<file path="src/rtl/efc_pkg.sv">
package efc_pkg;
    localparam int FUSE_BYTES  = 512;
    localparam int FUSE_ADDR_W = 11;

    // Register word indices on the bus
    localparam int REG_IDX_CTRL = 1;
    localparam int REG_IDX_DATA = 2;
    localparam int REG_IDX_CFG  = 4;

    // Control register bit positions
    localparam int BIT_PWR_DOWN  = 27;
    localparam int BIT_BUSY      = 26;
    localparam int BIT_LAUNCH    = 25;
    localparam int BIT_RD_EN     = 24;
    localparam int BIT_PGM_LO    = 16;
    localparam int BIT_PGM_LAUNCH = 13;
    localparam int BIT_PGM_EN    = 12;
    localparam int BIT_ADDR_CAP  = 11;
    localparam int BIT_CFG_CRYPT = 10;

    typedef enum logic {
        ST_IDLE,
        ST_SENSE
    } rd_state_t;

    function automatic logic [8*FUSE_BYTES-1:0] default_fuse_image();
        logic [8*FUSE_BYTES-1:0] img;
        img = '0;
        for (int k = 0; k < FUSE_BYTES; k++) begin
            img[8*k +: 8] = 8'((k * 37 + 11) % 256);
        end
        return img;
    endfunction
endpackage

</file>
<file path="src/rtl/efc_fuse_rom.sv">
module efc_fuse_rom
    import efc_pkg::*;
#(
    parameter int WORD_BYTES = 4,
    parameter logic [8*FUSE_BYTES-1:0] FUSE_INIT = default_fuse_image()
) (
    input  logic [FUSE_ADDR_W-1:0] word_addr,
    output logic [31:0]            word_data
);
    localparam int WORD_COUNT = FUSE_BYTES / WORD_BYTES;
    localparam int IDX_W      = $clog2(WORD_COUNT);

    logic in_range;
    logic [IDX_W-1:0] idx;

    assign in_range = (word_addr < FUSE_ADDR_W'(WORD_COUNT));
    assign idx      = word_addr[IDX_W-1:0];

    generate
        if (WORD_BYTES == 4) begin : g_word4
            always_comb begin
                word_data = in_range ? FUSE_INIT[{idx, 5'b0} +: 32] : '0;
            end
        end else begin : g_word1
            always_comb begin
                word_data = in_range ? {24'h0, FUSE_INIT[{idx, 3'b0} +: 8]} : '0;
            end
        end
    endgenerate
endmodule

</file>
<file path="src/rtl/efc_read_fsm.sv">
module efc_read_fsm
    import efc_pkg::*;
#(
    parameter int LATENCY = 8
) (
    input  logic clk,
    input  logic rst_n,
    input  logic launch,
    output logic busy,
    output logic load
);
    localparam int CNT_W = $clog2(LATENCY + 1);

    rd_state_t        state_q, state_d;
    logic [CNT_W-1:0] cnt_q;
    logic             last_cycle;

    assign last_cycle = (cnt_q == CNT_W'(LATENCY - 1));

    // State register
    always_ff @(posedge clk) begin
        if (!rst_n) state_q <= ST_IDLE;
        else        state_q <= state_d;
    end

    // Sensing cycle counter
    always_ff @(posedge clk) begin
        if (!rst_n)                                 cnt_q <= '0;
        else if (state_q == ST_SENSE && !last_cycle) cnt_q <= cnt_q + 1'b1;
        else                                        cnt_q <= '0;
    end

    // Transitions: LAUNCH, SETTLE, FINISH
    always_comb begin
        state_d = state_q;
        unique case (state_q)
            ST_IDLE:  if (launch)     state_d = ST_SENSE;
            ST_SENSE: if (last_cycle) state_d = ST_IDLE;
            default:                  state_d = ST_IDLE;
        endcase
    end

    // Outputs
    always_comb begin
        busy = 1'b0;
        load = 1'b0;
        unique case (state_q)
            ST_IDLE:  ;
            ST_SENSE: begin
                busy = 1'b1;
                load = last_cycle;
            end
            default:  ;
        endcase
    end
endmodule

</file>
<file path="src/rtl/efc_ctrl.sv">
module efc_ctrl
    import efc_pkg::*;
#(
    parameter int WORD_BYTES = 4,
    parameter int LATENCY    = 8,
    parameter int REG_AW     = 4,
    parameter logic [8*FUSE_BYTES-1:0] FUSE_INIT = default_fuse_image()
) (
    input  logic              clk,
    input  logic              rst_n,
    input  logic              bus_sel,
    input  logic              bus_wr,
    input  logic [REG_AW-1:0] bus_addr,
    input  logic [31:0]       bus_wdata,
    output logic [31:0]       bus_rdata
);
    logic                   pwr_down_q, rd_en_q, launch_q;
    logic [7:0]             pgm_byte_q;
    logic                   pgm_launch_q, pgm_en_q, addr_cap_q;
    logic [FUSE_ADDR_W-1:0] addr_field_q, fetch_addr_q, sense_addr_q;
    logic                   crypt_q;
    logic [31:0]            data_q;

    logic ctrl_wr, cfg_wr, cap_rise, launch_rise, launch_ok;
    logic rd_busy, rd_load;
    logic [31:0] rom_word;
    logic unused_bits;

    assign ctrl_wr     = bus_sel && bus_wr && (bus_addr == REG_AW'(REG_IDX_CTRL));
    assign cfg_wr      = bus_sel && bus_wr && (bus_addr == REG_AW'(REG_IDX_CFG));
    assign cap_rise    = ctrl_wr && bus_wdata[BIT_ADDR_CAP] && !addr_cap_q;
    assign launch_rise = ctrl_wr && bus_wdata[BIT_LAUNCH] && !launch_q;
    assign launch_ok   = launch_rise && bus_wdata[BIT_RD_EN]
                         && !bus_wdata[BIT_PWR_DOWN] && !rd_busy;
    assign unused_bits = ^{bus_wdata[31:28], bus_wdata[BIT_BUSY], bus_wdata[15:14]};

    always_ff @(posedge clk) begin
        if (!rst_n) begin
            pwr_down_q   <= 1'b1;
            rd_en_q      <= 1'b0;
            launch_q     <= 1'b0;
            pgm_byte_q   <= '0;
            pgm_launch_q <= 1'b0;
            pgm_en_q     <= 1'b0;
            addr_cap_q   <= 1'b0;
            addr_field_q <= '0;
        end else if (ctrl_wr) begin
            pwr_down_q   <= bus_wdata[BIT_PWR_DOWN];
            rd_en_q      <= bus_wdata[BIT_RD_EN];
            launch_q     <= bus_wdata[BIT_LAUNCH];
            pgm_byte_q   <= bus_wdata[BIT_PGM_LO +: 8];
            pgm_launch_q <= bus_wdata[BIT_PGM_LAUNCH];
            pgm_en_q     <= bus_wdata[BIT_PGM_EN];
            addr_cap_q   <= bus_wdata[BIT_ADDR_CAP];
            addr_field_q <= bus_wdata[FUSE_ADDR_W-1:0];
        end
    end

    always_ff @(posedge clk) begin
        if (!rst_n)        crypt_q <= 1'b0;
        else if (cfg_wr)   crypt_q <= bus_wdata[BIT_CFG_CRYPT];
    end

    always_ff @(posedge clk) begin
        if (!rst_n)        fetch_addr_q <= '0;
        else if (cap_rise) fetch_addr_q <= bus_wdata[FUSE_ADDR_W-1:0];
    end

    always_ff @(posedge clk) begin
        if (!rst_n)         sense_addr_q <= '0;
        else if (launch_ok) sense_addr_q <= cap_rise ? bus_wdata[FUSE_ADDR_W-1:0] : fetch_addr_q;
    end

    always_ff @(posedge clk) begin
        if (!rst_n)       data_q <= '0;
        else if (rd_load) data_q <= rom_word;
    end

    efc_read_fsm #(.LATENCY(LATENCY)) u_fsm (
        .clk    (clk),
        .rst_n  (rst_n),
        .launch (launch_ok),
        .busy   (rd_busy),
        .load   (rd_load)
    );

    efc_fuse_rom #(.WORD_BYTES(WORD_BYTES), .FUSE_INIT(FUSE_INIT)) u_rom (
        .word_addr (sense_addr_q),
        .word_data (rom_word)
    );

    always_comb begin
        bus_rdata = '0;
        if (bus_sel && !bus_wr) begin
            case (bus_addr)
                REG_AW'(REG_IDX_CTRL): bus_rdata = {4'b0, pwr_down_q, rd_busy, launch_q, rd_en_q,
                                                    pgm_byte_q, 1'b0, 1'b0, pgm_launch_q, pgm_en_q,
                                                    addr_cap_q, addr_field_q};
                REG_AW'(REG_IDX_DATA): bus_rdata = data_q;
                REG_AW'(REG_IDX_CFG):  bus_rdata = {21'b0, crypt_q, 10'b0};
                default:               bus_rdata = '0;
            endcase
        end
    end
endmodule

</file>
<file path="config.mk">
export PLATFORM = sky130hd
export DESIGN_NAME = efc_ctrl
export DESIGN_NICKNAME = d
export VERILOG_FILES = /design/src/rtl/efc_pkg.sv /design/src/rtl/efc_fuse_rom.sv /design/src/rtl/efc_read_fsm.sv /design/src/rtl/efc_ctrl.sv
export SDC_FILE = /design/constraint.sdc
export NUM_CORES = 1
export LEC_CHECK = 0
export BUFFER_PORTS_ARGS = -buffer_cell sky130_fd_sc_hd__buf_4
export CAP_MARGIN = 0
export CORE_MARGIN = 3
export CORE_UTILIZATION = 40
export CTS_BUF_LIST = sky130_fd_sc_hd__clkbuf_16
export CTS_CLUSTER_SIZE = 10
export DETAILED_ROUTE_END_ITERATION = 16
export PLACE_DENSITY = 0.6
export SYNTH_ARGS = -nofsm -noshare
export SYNTH_HDL_FRONTEND = slang
export SYNTH_SLANG_ARGS = --single-unit
export TNS_END_PERCENT = 100
</file>
<file path="constraint.sdc">
create_clock -name clk -period 3.6 [get_ports clk]
set_input_delay 0.18 -clock clk [delete_from_list [all_inputs] [get_ports clk]]
set_output_delay 0.18 -clock clk [all_outputs]
set_load 0.005 [all_outputs]
</file>
Yosys cells after proc, flatten, opt, wreduce, memory -nomap -nowiden
Index checks and enable logic that the tools add are counted.

Flip-flop bits (word level): 85. Input bits: 40. Output and inout bits: 32.

Add/subtract/negate cells: 1. Order comparisons: 1. Equal/unequal tests: 4. Shift operators: 1. Multiplexer cells: 9. Bitwise gates (word level): 1. Reductions and logical operators: 19.

Operator list (number): $shiftx 4096x13->32 const A (1); $pmux 32 s3 (1); $mux 32 (2); $logic_and 1x1->1 (12); $lt 11x8->1 const B (1); $mux 11 (1); $eq 4x3->1 const B (2); $logic_not 1->1 (6); $add 4x1->4 const B (1); $eq 4x1->1 const B (1); $eq 4x2->1 const B (1); $mux 1 (4); $pmux 1 s2 (1); $reduce_and 2->1 (1); $not 1->1 (1).

Logic depth before layout (Yosys ltp)
Depth in word-level cells: 9. Gate-level depth with buffers: 8. Gate-level depth less buffers: 7.

Hierarchy
A second synthesis with hierarchy kept.

Cells, all modules: 597. Area, all modules: 4913.5 µm².

By module, submodules not included: efc_ctrl (times used 1, cells each 406, area each 3594.7 µm², seq. area each 1601.5 µm²); efc_fuse_rom (times used 1, cells each 171, area each 1124.8 µm², seq. area each 0.0 µm²); efc_read_fsm (times used 1, cells each 20, area each 193.9 µm², seq. area each 100.1 µm²).

Worst setup path after synthesis
OpenSTA, ideal clock, no wires.

Kind: register to register. Start: register sense_addr_q[0]. End: register data_q[15]. Data arrival time: 2.083 ns. Data required time: 3.542 ns. Slack: 1.458 ns. Cell stages (with the launch flop): 9. Buffers on the path: 1. Path through: dfxtp_1 -> inv_1 -> ha_1 -> clkbuf_1 -> nand2_1 -> a21oi_1 -> a2111oi_0 -> a2111oi_0 -> o21a_1.

Word-level cells in the longest chain between the ends: 2. Elaborated cells on any way between the ends: 3. Those cells by class: order compare (1); shift (1); mux (1).

RTL lines: start, declared (line efc_ctrl.sv:20) `logic [FUSE_ADDR_W-1:0] addr_field_q, fetch_addr_q, sense_addr_q;`; start signal, assigned (line efc_ctrl.sv:71) `else if (launch_ok) sense_addr_q <= cap_rise ? bus_wdata[FUSE_ADDR_W-1:0] : fetch_addr_q;`; $shiftx 4096x13->32 / $lt 11x8->1 (equally long branches) (line efc_fuse_rom.sv:22, efc_fuse_rom.sv:16); $mux 32 * (line efc_fuse_rom.sv:22) `word_data = in_range ? FUSE_INIT[{idx, 5'b0} +: 32] : '0;`; end signal, assigned (line efc_ctrl.sv:76) `else if (rd_load) data_q <= rom_word;`; end, declared (line efc_ctrl.sv:22) `logic [31:0] data_q;`.

Every way passes the cells marked *; elsewhere a longest branch is shown, timed or not. A chain may end at the register's enable or synchronous reset.

Worst setup path in the final report
Start: register sense_addr_q[3]. End: register data_q[15].

Same word-level chain as after synthesis.

==> run summary <==
================================================================================
Largest cells by area after synthesis ............................. dfxtp_1 (38%), nand2_1 (8.3%), a21oi_1 (6.8%)
RSZ-0062 raised after global routing ..............................           no
Initial standard-cell utilization of the core .....................        0.417
Number of buffers on the longest clock path .......................            2
Final worst clock skew ............................................      7.21 ps
Worst Path Max Fanout .............................................           19
Area of the mapped netlist ........................................ 0.00389 mm^2
TritonCTS clock tree ..............................................          yes
Fraction of the yosys area taken by sequential cells ..............        0.376
Most frequent cell after synthesis ................................      nand2_1
Final #Nets .......................................................          583
Fin crit period ...................................................      2390 ps
Dominant register cell in the synthesized netlist .................      dfxtp_1
Die area ..........................................................  0.0109 mm^2
Setup TNS Final ...................................................         0 ps
Share of post-route cells with drive strength above 1 .............        0.209
Total routing resource utilization after global routing ...........        0.188
Antenna violations before repair ..................................            0
Clock-pin slew on the worst setup and hold paths ..................        60 ps
Nature of the critical path endpoint ..............................     register
Top-level I/O count ...............................................           72
Routed via count divided by cell count ............................         5.34
CP required .......................................................      3820 ps
Peak supply drop ..................................................   0.000283 V
Std cell rows .....................................................           35
Core Region ....................................................... 0.00933 mm^2
Vias in the first global route ....................................         3378
Wirelength per Cell ...............................................      15.4 um
Most numerous cell types in the synthesized netlist ............... nand2_1 (86), dfxtp_1 (73), nor2_1 (57)
Number of register bits inferred by synthesis .....................           73
Clock share of power ..............................................        0.478
Routability-driven placement congestion ratio .....................        0.843
Sequential Power Share ............................................        0.479
Layout-stage area growth over the synthesis result ................        21.8%
Number of buffers created by CTS ..................................            9
Worst min-delay path category .....................................    in -> reg
P_leak ............................................................      1.73 nW
Setup slack of the worst register-to-register path ................      1210 ps
Congestion Overflow GR ............................................            0
Run status ........................................................    completed
Clock sink total ..................................................           73
Data arrival time of the critical path ............................      2620 ps
Post-synth EDFFs ..................................................            0
Final critical-path share of the clock period .....................        0.664
Insertion delay of the later-clocked pin in the worst-skew pair ...       330 ps
Slew at the pin closest to its max-slew limit .....................      1170 ps
Tightest slew margin relative to the limit ........................        0.217
Number of buffers inserted by hold repair at cts ..................            0
Resized Gates After CTS ...........................................            0
Largest net degree at the start of global routing .................           65
Routed Wire Length ................................................     10300 um
Power density over the cells ......................................  358 mW/mm^2
Diode count .......................................................            0
Buffer type at the clock tree root ................................    clkbuf_16
Syn. warnings .....................................................            0
Fillers ...........................................................          933
Sw Ratio ..........................................................        0.229
Quantity of I/O buffers inserted on ports .........................           64
Async S/R FF share, synth .........................................            0
Wire length of the first global-routing pass ......................     16800 um
Internal Pwr Total ................................................    0.00131 W
DRT Pass-1 Iters ..................................................            5
Relative contribution of combinational cells to total power .......        0.043
Vias post-DR ......................................................         3572
Final worst slack .................................................      1210 ps
Number of nets produced by synthesis ..............................          534
First-iteration detailed-routing DRC count ........................          241
Share of the synthesized area in the top cell type ................        0.376
Count of unique library cells instantiated by Yosys ...............           51
Top cell type by total area after synthesis .......................      dfxtp_1
Mean cell area of the mapped netlist ..............................    8.01 um^2
Postcts setup bufs ................................................            0
Final setup fails .................................................            0
DRT antenna net count .............................................            0
Type of the worst setup path ......................................   reg -> reg
Number of cells produced by synthesis .............................          486
Setup slack at placement ..........................................      1230 ps
Fraction of the core area covered by cells at the end of the flow .        0.508
Die height ........................................................       105 um
Reg area .......................................................... 0.00146 mm^2
Area of the multi-input gates ..................................... 0.00223 mm^2
Die width .........................................................       105 um
DRC Markers .......................................................            0
# H-tree levels ...................................................            3
Critical Path Start Type ..........................................     register
P_sw ..............................................................   0.000389 W
Total count of hold-check failures in the final report ............            0
Final number of max-transition violations .........................            0
Fmax ..............................................................      418 MHz
Final HPWL DP .....................................................      7160 um
Count of max-cap constraint violations ............................            0
================================================================================
final timing paths:
kind / startpoint / to / cells past startpoint
worst min-delay path: bus_wdata[27] / pwr_down_q$_SDFFE_PN1N_ / 3
worst max register to register: sense_addr_q[3]$_SDFFE_PN0P_ / data_q[15]$_SDFFE_PN0P_ / 5
worst min register to register: addr_field_q[8]$_SDFFE_PN0N_ / addr_field_q[8]$_SDFFE_PN0N_ / 2
worst max-delay path: sense_addr_q[3]$_SDFFE_PN0P_ / data_q[15]$_SDFFE_PN0P_ / 5
registers in the layout (all words and copies together), names as in the netlist:
signal and cells:
pwr_down_q 1, launch_q 1, u_fsm.state_q 1, pgm_en_q 1
data_q 22, sense_addr_q 10, pgm_launch_q 1, addr_field_q 11
crypt_q 1, rd_en_q 1, u_fsm.cnt_q 4, addr_cap_q 1
pgm_byte_q 8, fetch_addr_q 10
per-layer routing:
layer  global-route usage  vias to the layer above  wire length [um]
met5                    0                        -                 0
met4               0.0562                        0               106
met1                0.255                     1676              4920
li1                     -                     1794                 -
met2                0.302                       93              4860
met3               0.0371                        9               425
per-stage QoR:
step,cells,hold WS (ps),power [W],area (um^2)
6_report,669,85.0,0.00170,4740
2_1_floorplan,486,304,0.000861,3890
3_5_place_dp,653,417,0.000904,4470
4_1_cts,669,74.4,0.00172,4740
5_1_grt,669,74.4,0.00176,4740
3_3_place_gp,653,410,0.000903,4470
kinds of logic after synthesis:
logic type | Yosys count | share of synthesized area
buf+inv | 49 | 0.0527
xor+xnor | 15 | 0.0338
mux | 19 | 0.0588
simple gates | 194 | 0.229
flops | 73 | 0.376
compound gates | 128 | 0.224
fa+ha+maj | 8 | 0.0257
critical path, cell delays in order, from the launching register on:
cell       delay, ps
dfxtp_1          740
inv_1            420
o221a_2          390
a2111oi_0        390
a2111oi_0        130
o21a_1           210
layout make-up:
class / count / area share
Clock buffer: 9 / 0.0475
Inverter: 11 / 0.00871
Multi-Input combinational cell: 364 / 0.471
Tap cell: 129 / 0.0341
Timing Repair Buffer: 76 / 0.120
Clock inverter: 7 / 0.0100
Sequential cell: 73 / 0.308
layout by cell type (no fill, tap or decap), types with 2 or more instances in the layout:
| master | n |
|---|---|
| a211oi_1 | 2 |
| a211oi_2 | 10 |
| dfxtp_1 | 73 |
| nor3_1 | 2 |
| o211ai_1 | 6 |
| o21ai_0 | 13 |
| nand3_1 | 8 |
| ha_1 | 8 |
| o21a_1 | 2 |
| o2111ai_1 | 2 |
| a22oi_1 | 21 |
| clkinvlp_4 | 4 |
| nor4b_1 | 2 |
| nand2_1 | 86 |
| o221ai_1 | 3 |
| clkbuf_16 | 9 |
| a21oi_1 | 53 |
| and3_1 | 5 |
| mux2i_1 | 15 |
| nor2_1 | 57 |
| xor2_1 | 9 |
| a2bb2oi_1 | 2 |
| nand3b_1 | 2 |
| a2111oi_0 | 4 |
| inv_1 | 11 |
| nor2b_1 | 7 |
| mux4_2 | 3 |
| a32oi_1 | 2 |
| and2_1 | 12 |
| buf_4 | 76 |
| nand2b_1 | 2 |
| nor3b_1 | 3 |
| xnor2_1 | 6 |
power by group through the flow:
stage          logic [W]  clock network [W]  registers, W
2_1_floorplan  0.0000310                  0      0.000830
3_3_place_gp   0.0000726                  0      0.000830
3_5_place_dp   0.0000732                  0      0.000831
4_1_cts        0.0000733           0.000833      0.000813
5_1_grt        0.0000794           0.000868      0.000813
6_report       0.0000730           0.000811      0.000813
No activity file was read; power rests on OpenSTA's default activity.
